## config.mk

```make
export PLATFORM = sky130hd
export DESIGN_NAME = efp_trigger
export DESIGN_NICKNAME = d
export VERILOG_FILES = /design/src/rtl/efp_pkg.sv /design/src/rtl/efp_slot_table.sv /design/src/rtl/efp_mark_bits.sv /design/src/rtl/efp_trigger.sv
export SDC_FILE = /design/constraint.sdc
export NUM_CORES = 1
export LEC_CHECK = 0
export BUFFER_PORTS_ARGS = -buffer_cell sky130_fd_sc_hd__buf_2
export CORE_ASPECT_RATIO = 0.75
export CORE_MARGIN = 8
export CORE_UTILIZATION = 23
export DETAILED_ROUTE_END_ITERATION = 12
export GPL_TIMING_DRIVEN = 1
export PLACE_DENSITY_LB_ADDON = 0.05
export REMOVE_ABC_BUFFERS = 1
export SLEW_MARGIN = 10
export SYNTH_ARGS = -nofsm -noshare
export SYNTH_HDL_FRONTEND = slang
export SYNTH_HIERARCHICAL = 1
export SYNTH_SLANG_ARGS = --single-unit
```

## constraint.sdc

```tcl
create_clock -name clk -period 3.05 [get_ports clk]
set_input_delay 0.305 -clock clk [delete_from_list [all_inputs] [get_ports clk]]
set_output_delay 0.305 -clock clk [all_outputs]
set_load 0.005 [all_outputs]
```

## src/rtl/efp_pkg.sv

```systemverilog
package efp_pkg;
    localparam int unsigned DEF_SLOTS   = 64;
    localparam int unsigned DEF_ENTRIES = 32;
    localparam int unsigned DEF_ADDR_W  = 32;
endpackage

```

## src/rtl/efp_slot_table.sv

```systemverilog
module efp_slot_table #(
    parameter int unsigned NUM_SLOTS   = efp_pkg::DEF_SLOTS,
    parameter int unsigned NUM_ENTRIES = efp_pkg::DEF_ENTRIES,
    localparam int unsigned SLOT_W     = $clog2(NUM_SLOTS),
    localparam int unsigned ENTRY_W    = $clog2(NUM_ENTRIES)
) (
    input  logic               clk,
    input  logic               rst_n,
    input  logic               fill_valid,
    input  logic [SLOT_W-1:0]  fill_slot,
    input  logic [ENTRY_W-1:0] fill_entry,
    input  logic               evict_valid,
    input  logic [SLOT_W-1:0]  evict_slot,
    output logic               mark_valid,
    output logic [ENTRY_W-1:0] mark_entry
);
    typedef struct packed {
        logic [NUM_SLOTS-1:0]              occ;
        logic [NUM_SLOTS-1:0][ENTRY_W-1:0] ptr;
    } slot_state_t;

    slot_state_t st_d, st_q;

    // Eviction first, then fill: a fill to the slot being evicted wins.
    always_comb begin
        st_d = st_q;
        if (evict_valid) begin
            st_d.occ[evict_slot] = 1'b0;
        end
        if (fill_valid) begin
            st_d.occ[fill_slot] = 1'b1;
            st_d.ptr[fill_slot] = fill_entry;
        end
    end

    always_ff @(posedge clk) begin
        if (!rst_n) begin
            st_q <= '0;
        end else begin
            st_q <= st_d;
        end
    end

    // The back-pointer is read from registered state, so the old owner is marked.
    assign mark_valid = evict_valid && st_q.occ[evict_slot];
    assign mark_entry = st_q.ptr[evict_slot];

    AST_FILL_RECORDS: assert property (@(posedge clk) disable iff (!rst_n)
        fill_valid |=> (st_q.occ[$past(fill_slot)] && st_q.ptr[$past(fill_slot)] == $past(fill_entry)));

    AST_EVICT_EMPTIES: assert property (@(posedge clk) disable iff (!rst_n)
        (evict_valid && !(fill_valid && fill_slot == evict_slot)) |=> !st_q.occ[$past(evict_slot)]);
endmodule

```

## src/rtl/efp_mark_bits.sv

```systemverilog
module efp_mark_bits #(
    parameter int unsigned NUM_ENTRIES = efp_pkg::DEF_ENTRIES,
    localparam int unsigned ENTRY_W    = $clog2(NUM_ENTRIES)
) (
    input  logic               clk,
    input  logic               rst_n,
    input  logic               set_en,
    input  logic [ENTRY_W-1:0] set_idx,
    input  logic               clr_en,
    input  logic [ENTRY_W-1:0] rd_idx,
    output logic               rd_bit
);
    typedef struct packed {
        logic [NUM_ENTRIES-1:0] bits;
    } mark_state_t;

    mark_state_t mk_d, mk_q;

    // Per-entry next value: a set on the same edge overrides a clear.
    for (genvar g = 0; g < NUM_ENTRIES; g++) begin : g_entry
        always_comb begin
            mk_d.bits[g] = mk_q.bits[g];
            if (clr_en && rd_idx == ENTRY_W'(g)) begin
                mk_d.bits[g] = 1'b0;
            end
            if (set_en && set_idx == ENTRY_W'(g)) begin
                mk_d.bits[g] = 1'b1;
            end
        end
    end

    always_ff @(posedge clk) begin
        if (!rst_n) begin
            mk_q <= '0;
        end else begin
            mk_q <= mk_d;
        end
    end

    assign rd_bit = mk_q.bits[rd_idx];

    AST_SET_LANDS: assert property (@(posedge clk) disable iff (!rst_n)
        set_en |=> mk_q.bits[$past(set_idx)]);

    AST_CLEAR_LANDS: assert property (@(posedge clk) disable iff (!rst_n)
        (clr_en && !(set_en && set_idx == rd_idx)) |=> !mk_q.bits[$past(rd_idx)]);

    AST_QUIET_HOLDS: assert property (@(posedge clk) disable iff (!rst_n)
        (!set_en && !clr_en) |=> $stable(mk_q.bits));
endmodule

```

## src/rtl/efp_trigger.sv

```systemverilog
module efp_trigger #(
    parameter int unsigned NUM_SLOTS   = efp_pkg::DEF_SLOTS,
    parameter int unsigned NUM_ENTRIES = efp_pkg::DEF_ENTRIES,
    parameter int unsigned ADDR_W      = efp_pkg::DEF_ADDR_W,
    localparam int unsigned SLOT_W     = $clog2(NUM_SLOTS),
    localparam int unsigned ENTRY_W    = $clog2(NUM_ENTRIES)
) (
    input  logic               clk,
    input  logic               rst_n,
    input  logic               fill_valid,
    input  logic [SLOT_W-1:0]  fill_slot,
    input  logic [ENTRY_W-1:0] fill_entry,
    input  logic               evict_valid,
    input  logic [SLOT_W-1:0]  evict_slot,
    input  logic               pred_valid,
    input  logic [ENTRY_W-1:0] pred_entry,
    input  logic [ADDR_W-1:0]  pred_addr,
    output logic               pf_valid,
    output logic [ADDR_W-1:0]  pf_addr,
    input  logic               pf_ready
);
    logic               mark_valid;
    logic [ENTRY_W-1:0] mark_entry;
    logic               hit_bit;

    efp_slot_table #(
        .NUM_SLOTS   (NUM_SLOTS),
        .NUM_ENTRIES (NUM_ENTRIES)
    ) slots_i (
        .clk         (clk),
        .rst_n       (rst_n),
        .fill_valid  (fill_valid),
        .fill_slot   (fill_slot),
        .fill_entry  (fill_entry),
        .evict_valid (evict_valid),
        .evict_slot  (evict_slot),
        .mark_valid  (mark_valid),
        .mark_entry  (mark_entry)
    );

    efp_mark_bits #(
        .NUM_ENTRIES (NUM_ENTRIES)
    ) marks_i (
        .clk     (clk),
        .rst_n   (rst_n),
        .set_en  (mark_valid),
        .set_idx (mark_entry),
        .clr_en  (pf_valid && pf_ready),
        .rd_idx  (pred_entry),
        .rd_bit  (hit_bit)
    );

    assign pf_valid = pred_valid && hit_bit;
    assign pf_addr  = pred_addr;

    AST_ACCEPT_CONSUMES: assert property (@(posedge clk) disable iff (!rst_n)
        (pf_valid && pf_ready && !(mark_valid && mark_entry == pred_entry))
        |=> !(pf_valid && pred_entry == $past(pred_entry)));
endmodule

```

==> qor.txt, run 1 <==
LAYOUT
------------------------------------------------------------------------------
Layout area overhead ............................................        20.1%
Fraction of layout cells with a size suffix above 1 .............        17.1%
Final non-filler cell area ......................................    24100 µm²
Fin nets ........................................................         2372
Final cell count without fillers ................................         3503

SYNTH
------------------------------------------------------------------------------
Synthesized-area fraction occupied by and/or/nand/nor cells .....        19.1%
Async set-reset flop share out of synthesis .....................           0%
Average size of a mapped cell ...................................     8.89 µm²
Post-synth EDFFs ................................................            0
Post-Synthesis Cells ............................................         2260
Sequential area share after synthesis ...........................        41.5%
Most instantiated flip-flop cell in the synthesis netlist ....... sky130_fd_sc_hd__dfxtp_1
Yosys warns .....................................................            6
Multiplexer area fraction after synthesis .......................        13.0%
Synthesized-area fraction occupied by xor and xnor cells ........           0%
Number of synthesized register bits .............................          416
Library cells used by synthesis .................................           63
Post-synthesis instance area ....................................    20100 µm²
Complex-gate fraction of the synthesized area ...................        20.8%
Fraction of the mapped netlist area in adder cells ..............           0%
Dominant combinational cell family by area after synthesis ...... compound AO/OA/AOI/OAI gates

CLOCK NETWORK
------------------------------------------------------------------------------
Total of cells resized after clock tree synthesis ...............            0
# Post-CTS Setup Buffers ........................................            0
Total number of clock tree sinks ................................          416
TritonCTS clock tree ............................................        built
Total of hold buffers inserted after clock tree synthesis .......            0
H-tree depth ....................................................            2
Clock transition at the registers of the reported paths .........      0.06 ns
Number of buffers inserted during clock tree synthesis ..........           52
Clock Root Buffer ............................................... sky130_fd_sc_hd__clkbuf_16
Maximum clock path buffer count .................................            3
Clock latency at the later pin of the worst-skew pair ...........      0.61 ns

DETAILED ROUTING
------------------------------------------------------------------------------
Routed wire length per instance .................................      26.1 µm
Detailed-route wire length ......................................     91300 µm
Via density .....................................................         4.97
DR DRC count ....................................................            0
Number of DRC violations after detailed-routing iteration 0 .....         1365
Pre-Repair DR Iteration Count ...................................            5
Total number of vias ............................................        17.4k
Routed Antenna Nets .............................................            0

POWER AND IR DROP
------------------------------------------------------------------------------
Sw Ratio ........................................................        25.9%
Leakage .........................................................      7.81 nW
Portion of total power attributed to the clock network ..........        48.4%
Internal power ..................................................    0.00946 W
Overall power consumption .......................................     0.0128 W
Portion of total power attributed to combinational logic ........         8.7%
Worst IR drop on VDD ............................................       383 µV
Pwr/cell area ...................................................   530 nW/µm²
Net switching power of the design ...............................    0.00331 W
Part of the total power dissipated in sequential elements .......        42.9%

GLOBAL ROUTING
------------------------------------------------------------------------------
GRT met2 Usage ..................................................        26.0%
Global-route total usage across every layer .....................        18.3%
Global-route congestion overflow total ..........................            0
Largest net degree at the start of global routing ...............           90
Routing layer with the top usage in global route ................         met1
Fraction of met1 tracks used by global routing ..................        28.6%
First-pass GRT wire length ......................................    132000 µm
Initial antenna violation count .................................            3
GR Util met3 ....................................................        2.69%
Vias in the first global route ..................................        17.1k

PLACE
------------------------------------------------------------------------------
I/O Buffers .....................................................           28
Last weighted congestion value of the routability-driven placer .        0.788
Post-detailed-placement half-perimeter wirelength ...............     63100 µm
Placement-stage cell area .......................................    22500 µm²
Instance count after placement with tap cells included ..........         3410

DIE
------------------------------------------------------------------------------
Height of the die ...............................................       272 µm
Width of the chip ...............................................       357 µm
Initial standard-cell utilization of the core ...................        23.0%
Core area .......................................................    87200 µm²
I/O pin count ...................................................           93
Area of the die .................................................    97100 µm²
Floorplan row count .............................................           94

RUN
------------------------------------------------------------------------------
Max Cap Viol ....................................................            0

WORST SETUP PATH
------------------------------------------------------------------------------
Data required time of the critical path .........................      3.58 ns
Worst Setup Start Kind ..........................................     register
Flop-to-flop setup slack ........................................      0.22 ns
Setup crit end .................................................. marks_i/mk_q[16]$_SDFFE_PN0P_
Worst r2r dst ................................................... marks_i/mk_q[16]$_SDFFE_PN0P_
Worst r2r path cells ............................................           11
Element type at the critical path end ...........................     register
Worst-path maximum fanout .......................................            4
Crit path arrival time ..........................................      3.36 ns
Worst Path Class, Setup ......................................... register to register

TIMING
------------------------------------------------------------------------------
Max Fclk ........................................................    0.354 GHz
Final setup violation count .....................................            0
Slew Limit Fails ................................................            0
Remaining max-slew budget at the tightest pin ...................        45.0%
Worst Max-Slew Pin Slew .........................................     0.822 ns
Setup repair after global routing missed its margin .............        false
Number of failing hold endpoints at the final stage .............            0
Time the worst path needs with I/O delays and setup .............      2.83 ns
Period Utilization, post-route ..................................        92.7%
Setup Skew ......................................................    0.0106 ns
Setup TNS .......................................................         0 ns

STATUS
------------------------------------------------------------------------------
Outcome ......................................................... complete, no violations

WORST HOLD PATH
------------------------------------------------------------------------------
Kind of path behind the tightest hold check ..................... primary input to register

[power groups by stage]
stage,combinational (W),sequential [W],clock (W)
CTS,0.00112,0.00547,0.00643
global placement,0.00112,0.00559,0
detailed placement,0.00112,0.00559,0
finish,0.00111,0.00547,0.00619
floorplan,0.000345,0.00559,0
global route,0.00117,0.00547,0.00664
[worst min-delay path by stage]
| stage | startpoint | endpoint | slack (ns) | depth (start not counted) |
|---|---|---|---|---|
| 2_1_floorplan | rst_n | slots_i/st_q[327]$_SDFF_PN0_ | 0.42 | 1 |
| 3_3_place_gp | register | register | 0.45 | 2 |
| 3_5_place_dp | register | register | 0.46 | 2 |
| 4_1_cts | fill_entry[2] | register | 0.13 | 3 |
| 5_1_grt | fill_entry[2] | register | 0.14 | 3 |
| 6_report | fill_entry[2] | register | 0.18 | 3 |
[worst max-delay path, stage by stage, from the launching register on]
cell and delay [ns]:
sky130_fd_sc_hd__dfxtp_1 0.36, sky130_fd_sc_hd__mux4_2 0.48, sky130_fd_sc_hd__and2_0 0.17, sky130_fd_sc_hd__a221oi_1 0.21
sky130_fd_sc_hd__o22ai_1 0.13, sky130_fd_sc_hd__buf_4 0.16, sky130_fd_sc_hd__or4b_4 0.51, sky130_fd_sc_hd__buf_4 0.16
sky130_fd_sc_hd__nor3_1 0.20, sky130_fd_sc_hd__buf_4 0.17, sky130_fd_sc_hd__nand2_1 0.05, sky130_fd_sc_hd__a21boi_0 0.15
[cell usage in the layout, fill, tap and decap left out, drive strengths merged, types with 3 or more instances in the layout]
cell / synthesis / final
dfxtp: 416 / 416
nand2: 349 / 349
a21boi: 301 / 301
nand3: 234 / 234
buf: 88 / 233
mux2i: 133 / 133
nor2b: 113 / 113
o21ai: 98 / 98
clkbuf: 147 / 79
nor2: 64 / 64
a221oi: 57 / 57
o21a: 41 / 41
mux2: 39 / 39
mux4: 37 / 37
a21oi: 19 / 19
a22oi: 19 / 19
nor3: 10 / 10
clkinv: 0 / 9
nand2b: 9 / 9
o22ai: 9 / 9
and2: 8 / 8
or2: 7 / 7
a22o: 6 / 6
o221ai: 6 / 6
nand4: 5 / 5
inv: 5 / 5
o2bb2ai: 4 / 4
or3: 3 / 3
o22a: 3 / 3
nor3b: 3 / 3
nand3b: 3 / 3
[cells in the mapped netlist (all sizes together) (2+ instances only)]
library cell,number,area [µm²]
nand3b,3,22.5
nor2,64,255
o21a,41,308
buf,88,568
nand2,349,1310
nor3b,3,22.5
mux2,39,450
or3,3,18.8
a21boi,301,2260
nor3,10,50.1
nor2b,113,707
a22o,6,52.6
nand2b,9,56.3
clkbuf,147,552
o2bb2ai,4,35.0
and3,2,12.5
o221ai,6,52.6
inv,5,18.8
nand3,234,1170
dfxtp,416,8330
o21ai,98,490
a221oi,57,524
o211ai,2,15.0
mux2i,133,1330
o22a,3,26.3
or2,7,43.8
o22ai,9,56.3
nand4,5,31.3
and3b,2,17.5
a22oi,19,143
a221o,2,20.0
mux4,37,833
and2,8,50.1
a21oi,19,95.1
[per-layer routing]
metal	share of wire, %	wire, µm
met4	1.9	1710
met5	0.015	14
met2	40	36900
met1	53	48800
met3	4.3	3890
[layout make-up]
class	count	area [µm²]
Inverter	5	18.8
Fill cell	9238	63000
Timing Repair Buffer	233	2000
Multi-Input combinational cell	1604	10700
Antenna cell	2	5.00
Clock inverter	12	113
Clock buffer	79	1540
Tap cell	1152	1440
Sequential cell	416	8330
[metrics by stage]
| stage | worst slack [ns] | util (%) | hold slack [ns] |
|---|---|---|---|
| floorplan | -0.676 | - | 0.422 |
| global placement | -0.447 | 25.8 | 0.448 |
| detailed placement | -0.454 | 25.8 | 0.456 |
| CTS | 0.126 | 27.7 | 0.132 |
| global route | 0.00564 | 27.7 | 0.139 |
| finish | 0.223 | 27.7 | 0.176 |
[cells by family (layout without fill, tap and decap cells)]
| logic type | after synthesis | after routing |
|---|---|---|
| multiplexers | 209 | 209 |
| other | 0 | 2 |
| AO/OA/AOI/OAI | 578 | 578 |
| AND/OR/NAND/NOR | 817 | 817 |
| buffers and inverters | 240 | 329 |
| flip-flops | 416 | 416 |
Note: power is estimated with default switching activity, not from simulation.
==> run 2: changes to the inputs <==
--- a/config.mk
+++ b/config.mk
@@ -7,7 +7,7 @@
 export LEC_CHECK = 0
 export BUFFER_PORTS_ARGS = -buffer_cell sky130_fd_sc_hd__buf_2
 export CORE_ASPECT_RATIO = 0.75
-export CORE_MARGIN = 8
+export CORE_MARGIN = 1
 export CORE_UTILIZATION = 23
 export DETAILED_ROUTE_END_ITERATION = 12
 export GPL_TIMING_DRIVEN = 1
@@ -16,5 +16,4 @@
 export SLEW_MARGIN = 10
 export SYNTH_ARGS = -nofsm -noshare
 export SYNTH_HDL_FRONTEND = slang
-export SYNTH_HIERARCHICAL = 1
 export SYNTH_SLANG_ARGS = --single-unit
==> run 2 against run 1 <==
  * Power fell by 2.3%
  * First-iteration DRC count rose by 2.9%
  * Flip-flop and latch count did not move
  * Global-route usage is 1.7 points higher
  * Synthesized cell count decreased by 2.7%
  * Hold slack got worse by 0.0055 ns
  * Maximum frequency up 0.66%
  * Critical endpoint is now pf_valid
  * Largest cell class unchanged
==> qor.txt, run 2 <==
DIE
------------------------------------------------------------------------------
I/O pin count ...................................................           93   unchanged
Core area .......................................................    82700 µm²   was 87200 µm²
Area of the die .................................................    85100 µm²   was 97100 µm²
Width of the chip ...............................................       336 µm   was 357 µm
Floorplan row count .............................................           91   was 94
Initial standard-cell utilization of the core ...................        23.3%   was 23.0%
Height of the die ...............................................       253 µm   was 272 µm

WORST SETUP PATH
------------------------------------------------------------------------------
Kind of cell adding the most delay to the critical path ......... multiplexers   was simple AND/OR/NAND/NOR gates
Data required time of the critical path .........................      2.74 ns   was 3.58 ns
CP peak stage delay .............................................      0.53 ns   was 0.51 ns
Crit-path cells ................................................. mux4_2, mux4_2, and2_0, o21a_1, buf_2   was mux4_2, and2_0, a221oi_1, o22ai_1, buf_4, or4b_4, buf_4, nor3_1, buf_4, nand2_1, a21boi_0
Library cell appearing most often on the critical path .......... sky130_fd_sc_hd__mux4_2   was sky130_fd_sc_hd__buf_4
Worst-path maximum fanout .......................................            6   was 4
Crit path arrival time ..........................................      2.50 ns   was 3.36 ns
Element type at the critical path end ........................... primary output   was register
Count of buffer and inverter cells on the critical path .........            1   was 3
Worst Path Class, Setup ......................................... register to primary output   was register to register
Crit-path slowest cell .......................................... sky130_fd_sc_hd__mux4_2   was sky130_fd_sc_hd__or4b_4
Worst Setup Start Kind ..........................................     register   unchanged
Flop-to-flop setup slack ........................................      0.28 ns   was 0.22 ns

TIMING
------------------------------------------------------------------------------
Remaining max-slew budget at the tightest pin ...................        33.5%   was 45.0%
Worst Max-Slew Pin Slew .........................................     0.972 ns   was 0.822 ns
Period Utilization, post-route ..................................        92.1%   was 92.7%
Setup repair after global routing missed its margin .............        false   unchanged
Least setup slack across all paths after layout .................     0.241 ns   was 0.223 ns
Setup Skew ......................................................    0.0161 ns   was 0.0106 ns
Slew Limit Fails ................................................            0   unchanged
Time the worst path needs with I/O delays and setup .............      2.81 ns   was 2.83 ns
Number of failing hold endpoints at the final stage .............            0   unchanged
Max Fclk ........................................................    0.356 GHz   was 0.354 GHz
Final setup violation count .....................................            0   unchanged

LAYOUT
------------------------------------------------------------------------------
Fin nets ........................................................         2274   was 2372
Commonest cells after routing, fill and taps aside .............. 416 x sky130_fd_sc_hd__dfxtp_1, 316 x sky130_fd_sc_hd__nand2_1, 288 x sky130_fd_sc_hd__a21oi_1   was 416 x sky130_fd_sc_hd__dfxtp_1, 349 x sky130_fd_sc_hd__nand2_1, 290 x sky130_fd_sc_hd__a21boi_0
Final non-filler cell area ......................................    23000 µm²   was 24100 µm²
Fraction of layout cells with a size suffix above 1 .............        17.2%   was 17.1%
Layout area overhead ............................................        19.1%   was 20.1%
Final cell count without fillers ................................         3368   was 3503
Utilization of the core after routing ...........................        27.8%   was 27.7%
Leading cell type in the layout, fill and taps excluded ......... sky130_fd_sc_hd__dfxtp_1   unchanged

SYNTH
------------------------------------------------------------------------------
Commonest cells in the synthesized netlist ...................... 416 x sky130_fd_sc_hd__dfxtp_1, 316 x sky130_fd_sc_hd__nand2_1, 288 x sky130_fd_sc_hd__a21oi_1   was 416 x sky130_fd_sc_hd__dfxtp_1, 349 x sky130_fd_sc_hd__nand2_1, 290 x sky130_fd_sc_hd__a21boi_0
Library cells used by synthesis .................................           75   was 63
Number of synthesized register bits .............................          416   unchanged
Post-Synthesis Cells ............................................         2198   was 2260
Yosys warns .....................................................            0   was 6
Async set-reset flop share out of synthesis .....................           0%   unchanged
Most instantiated flip-flop cell in the synthesis netlist ....... sky130_fd_sc_hd__dfxtp_1   unchanged
Average size of a mapped cell ...................................     8.78 µm²   was 8.89 µm²
Most area-consuming cells after synthesis ....................... sky130_fd_sc_hd__dfxtp_1 43%, sky130_fd_sc_hd__mux2i_1 7.6%, sky130_fd_sc_hd__a21oi_1 7.5%, sky130_fd_sc_hd__mux4_2 7.2%, sky130_fd_sc_hd__nand3_1 6.2%   was sky130_fd_sc_hd__dfxtp_1 41%, sky130_fd_sc_hd__a21boi_0 11%, sky130_fd_sc_hd__mux2i_1 6.6%, sky130_fd_sc_hd__nand2_1 6.5%, sky130_fd_sc_hd__nand3_1 5.8%
Sequential area share after synthesis ...........................        43.2%   was 41.5%
Post-synthesis instance area ....................................    19300 µm²   was 20100 µm²
Most common cell in the synthesized netlist ..................... sky130_fd_sc_hd__dfxtp_1   unchanged
Post-synth EDFFs ................................................            0   unchanged
Cell type with the largest total area after synthesis ........... sky130_fd_sc_hd__dfxtp_1   unchanged
Proportion of netlist area held by the largest area contributor .        43.2%   was 41.5%

GLOBAL ROUTING
------------------------------------------------------------------------------
Initial antenna violation count .................................            5   was 3
First-pass GRT wire length ......................................    124000 µm   was 132000 µm
Global-route total usage across every layer .....................        20.0%   was 18.3%
Vias in the first global route ..................................        16.4k   was 17.1k
Global-route congestion overflow total ..........................            0   unchanged
Largest net degree at the start of global routing ...............          134   was 90

DETAILED ROUTING
------------------------------------------------------------------------------
Routed Antenna Nets .............................................            0   unchanged
Routed wire length per instance .................................      25.3 µm   was 26.1 µm
Pre-Repair DR Iteration Count ...................................            5   unchanged
Number of DRC violations after detailed-routing iteration 0 .....         1405   was 1365
DR DRC count ....................................................            0   unchanged
Total number of vias ............................................        17.0k   was 17.4k
Via density .....................................................         5.04   was 4.97
Detailed-route wire length ......................................     85200 µm   was 91300 µm

PLACE
------------------------------------------------------------------------------
Placement-stage cell area .......................................    21400 µm²   was 22500 µm²
Instance count after placement with tap cells included ..........         3279   was 3410
Post-Place Setup Slack ..........................................    -0.200 ns   was -0.454 ns
I/O Buffers .....................................................           28   unchanged
Last weighted congestion value of the routability-driven placer .        0.843   was 0.788
Post-detailed-placement half-perimeter wirelength ...............     59300 µm   was 63100 µm

CLOCK NETWORK
------------------------------------------------------------------------------
Clock Root Buffer ............................................... sky130_fd_sc_hd__clkbuf_16   unchanged
Clock transition at the registers of the reported paths .........      0.06 ns   about the same
Maximum clock path buffer count .................................            3   unchanged
TritonCTS clock tree ............................................        built   unchanged
# Post-CTS Setup Buffers ........................................            0   unchanged
H-tree depth ....................................................            2   unchanged
Total of hold buffers inserted after clock tree synthesis .......            0   unchanged
Number of buffers inserted during clock tree synthesis ..........           49   was 52
Total of cells resized after clock tree synthesis ...............            0   unchanged
Clock latency at the later pin of the worst-skew pair ...........      0.61 ns   about the same
Total number of clock tree sinks ................................          416   unchanged

STATUS
------------------------------------------------------------------------------
Outcome ......................................................... complete, no violations   unchanged

POWER AND IR DROP
------------------------------------------------------------------------------
Leakage .........................................................      7.52 nW   was 7.81 nW
Pwr/cell area ...................................................   543 nW/µm²   was 530 nW/µm²
Worst IR drop on VDD ............................................       325 µV   was 383 µV

RUN
------------------------------------------------------------------------------
Max Cap Viol ....................................................            0   unchanged

WORST HOLD PATH
------------------------------------------------------------------------------
Kind of path behind the tightest hold check ..................... primary input to register   unchanged

run 2: cell types whose count changed in the layout (fill, tap and decap cells not counted), sizes merged, moves of 35 or more:
| cell | change |
|---|---|
| a21boi | -301 |
| a21oi | +269 |
| a221oi | -51 |
| buf | -35 |
| nor2 | +97 |
| nor2b | -97 |
| o21ai | -43 |
run 2: cell type report:
type	instances	area [µm²]
Fill cell	8834	59700
Multi-Input combinational cell	1538	9840
Sequential cell	416	8330
Timing Repair Buffer	198	1740
Clock buffer	81	1550
Tap cell	1116	1400
Clock inverter	7	67.6
Inverter	11	48.8
Antenna cell	1	2.50
run 2: layer usage:
metal	GRT usage [%]	vias to the layer above	share of wire, %
li1	-	7856	-
met5	0.173	-	0.015
met2	27.6	475	40
met3	2.81	89	5.2
met4	4.00	2	1.5
met1	32.1	8536	53
run 2: power breakdown:
group	switching, W	total (W)	internal (W)
Clock	0.00251	0.00604	0.00353
Combinational	0.000679	0.000971	0.000292
Sequential	0.0000144	0.00547	0.00546
run 2: path summary, 6_finish.rpt:
check	start	to	cells after the start
setup / recovery	marks_i.mk_q[31]$_SDFFE_PN0P_	pf_valid	5
hold / removal	pred_valid	marks_i.mk_q[11]$_SDFFE_PN0P_	4
setup reg to reg	slots_i.st_q[336]$_SDFF_PN0_	marks_i.mk_q[20]$_SDFFE_PN0P_	8
hold reg to reg	register	register	2
run 2: kinds of logic (layout without fill, tap and decap cells):
kind of cell,count (synthesis),after routing,synth area share [%]
AO/OA/AOI/OAI,496,496,15.3
buffers and inverters,244,297,6.10
flip-flops,416,416,43.2
multiplexers,228,228,16.4
other,0,1,0
AND/OR/NAND/NOR,814,814,19.1
run 2: worst min-delay path, stage by stage:
cell and delay (ns):
sky130_fd_sc_hd__buf_2 0.16, sky130_fd_sc_hd__nand2_1 0.09, sky130_fd_sc_hd__o211ai_1 0.11, sky130_fd_sc_hd__o31ai_1 0.07
run 2: stage by stage:
step	power (W)	hold WS (ns)	setup TNS, ns
detailed placement	0.00657	0.444	-4.87
global placement	0.00657	0.439	-5.27
CTS	0.0127	0.136	0
floorplan	0.00591	0.432	-247.26
global route	0.0130	0.178	0
finish	0.0125	0.171	0
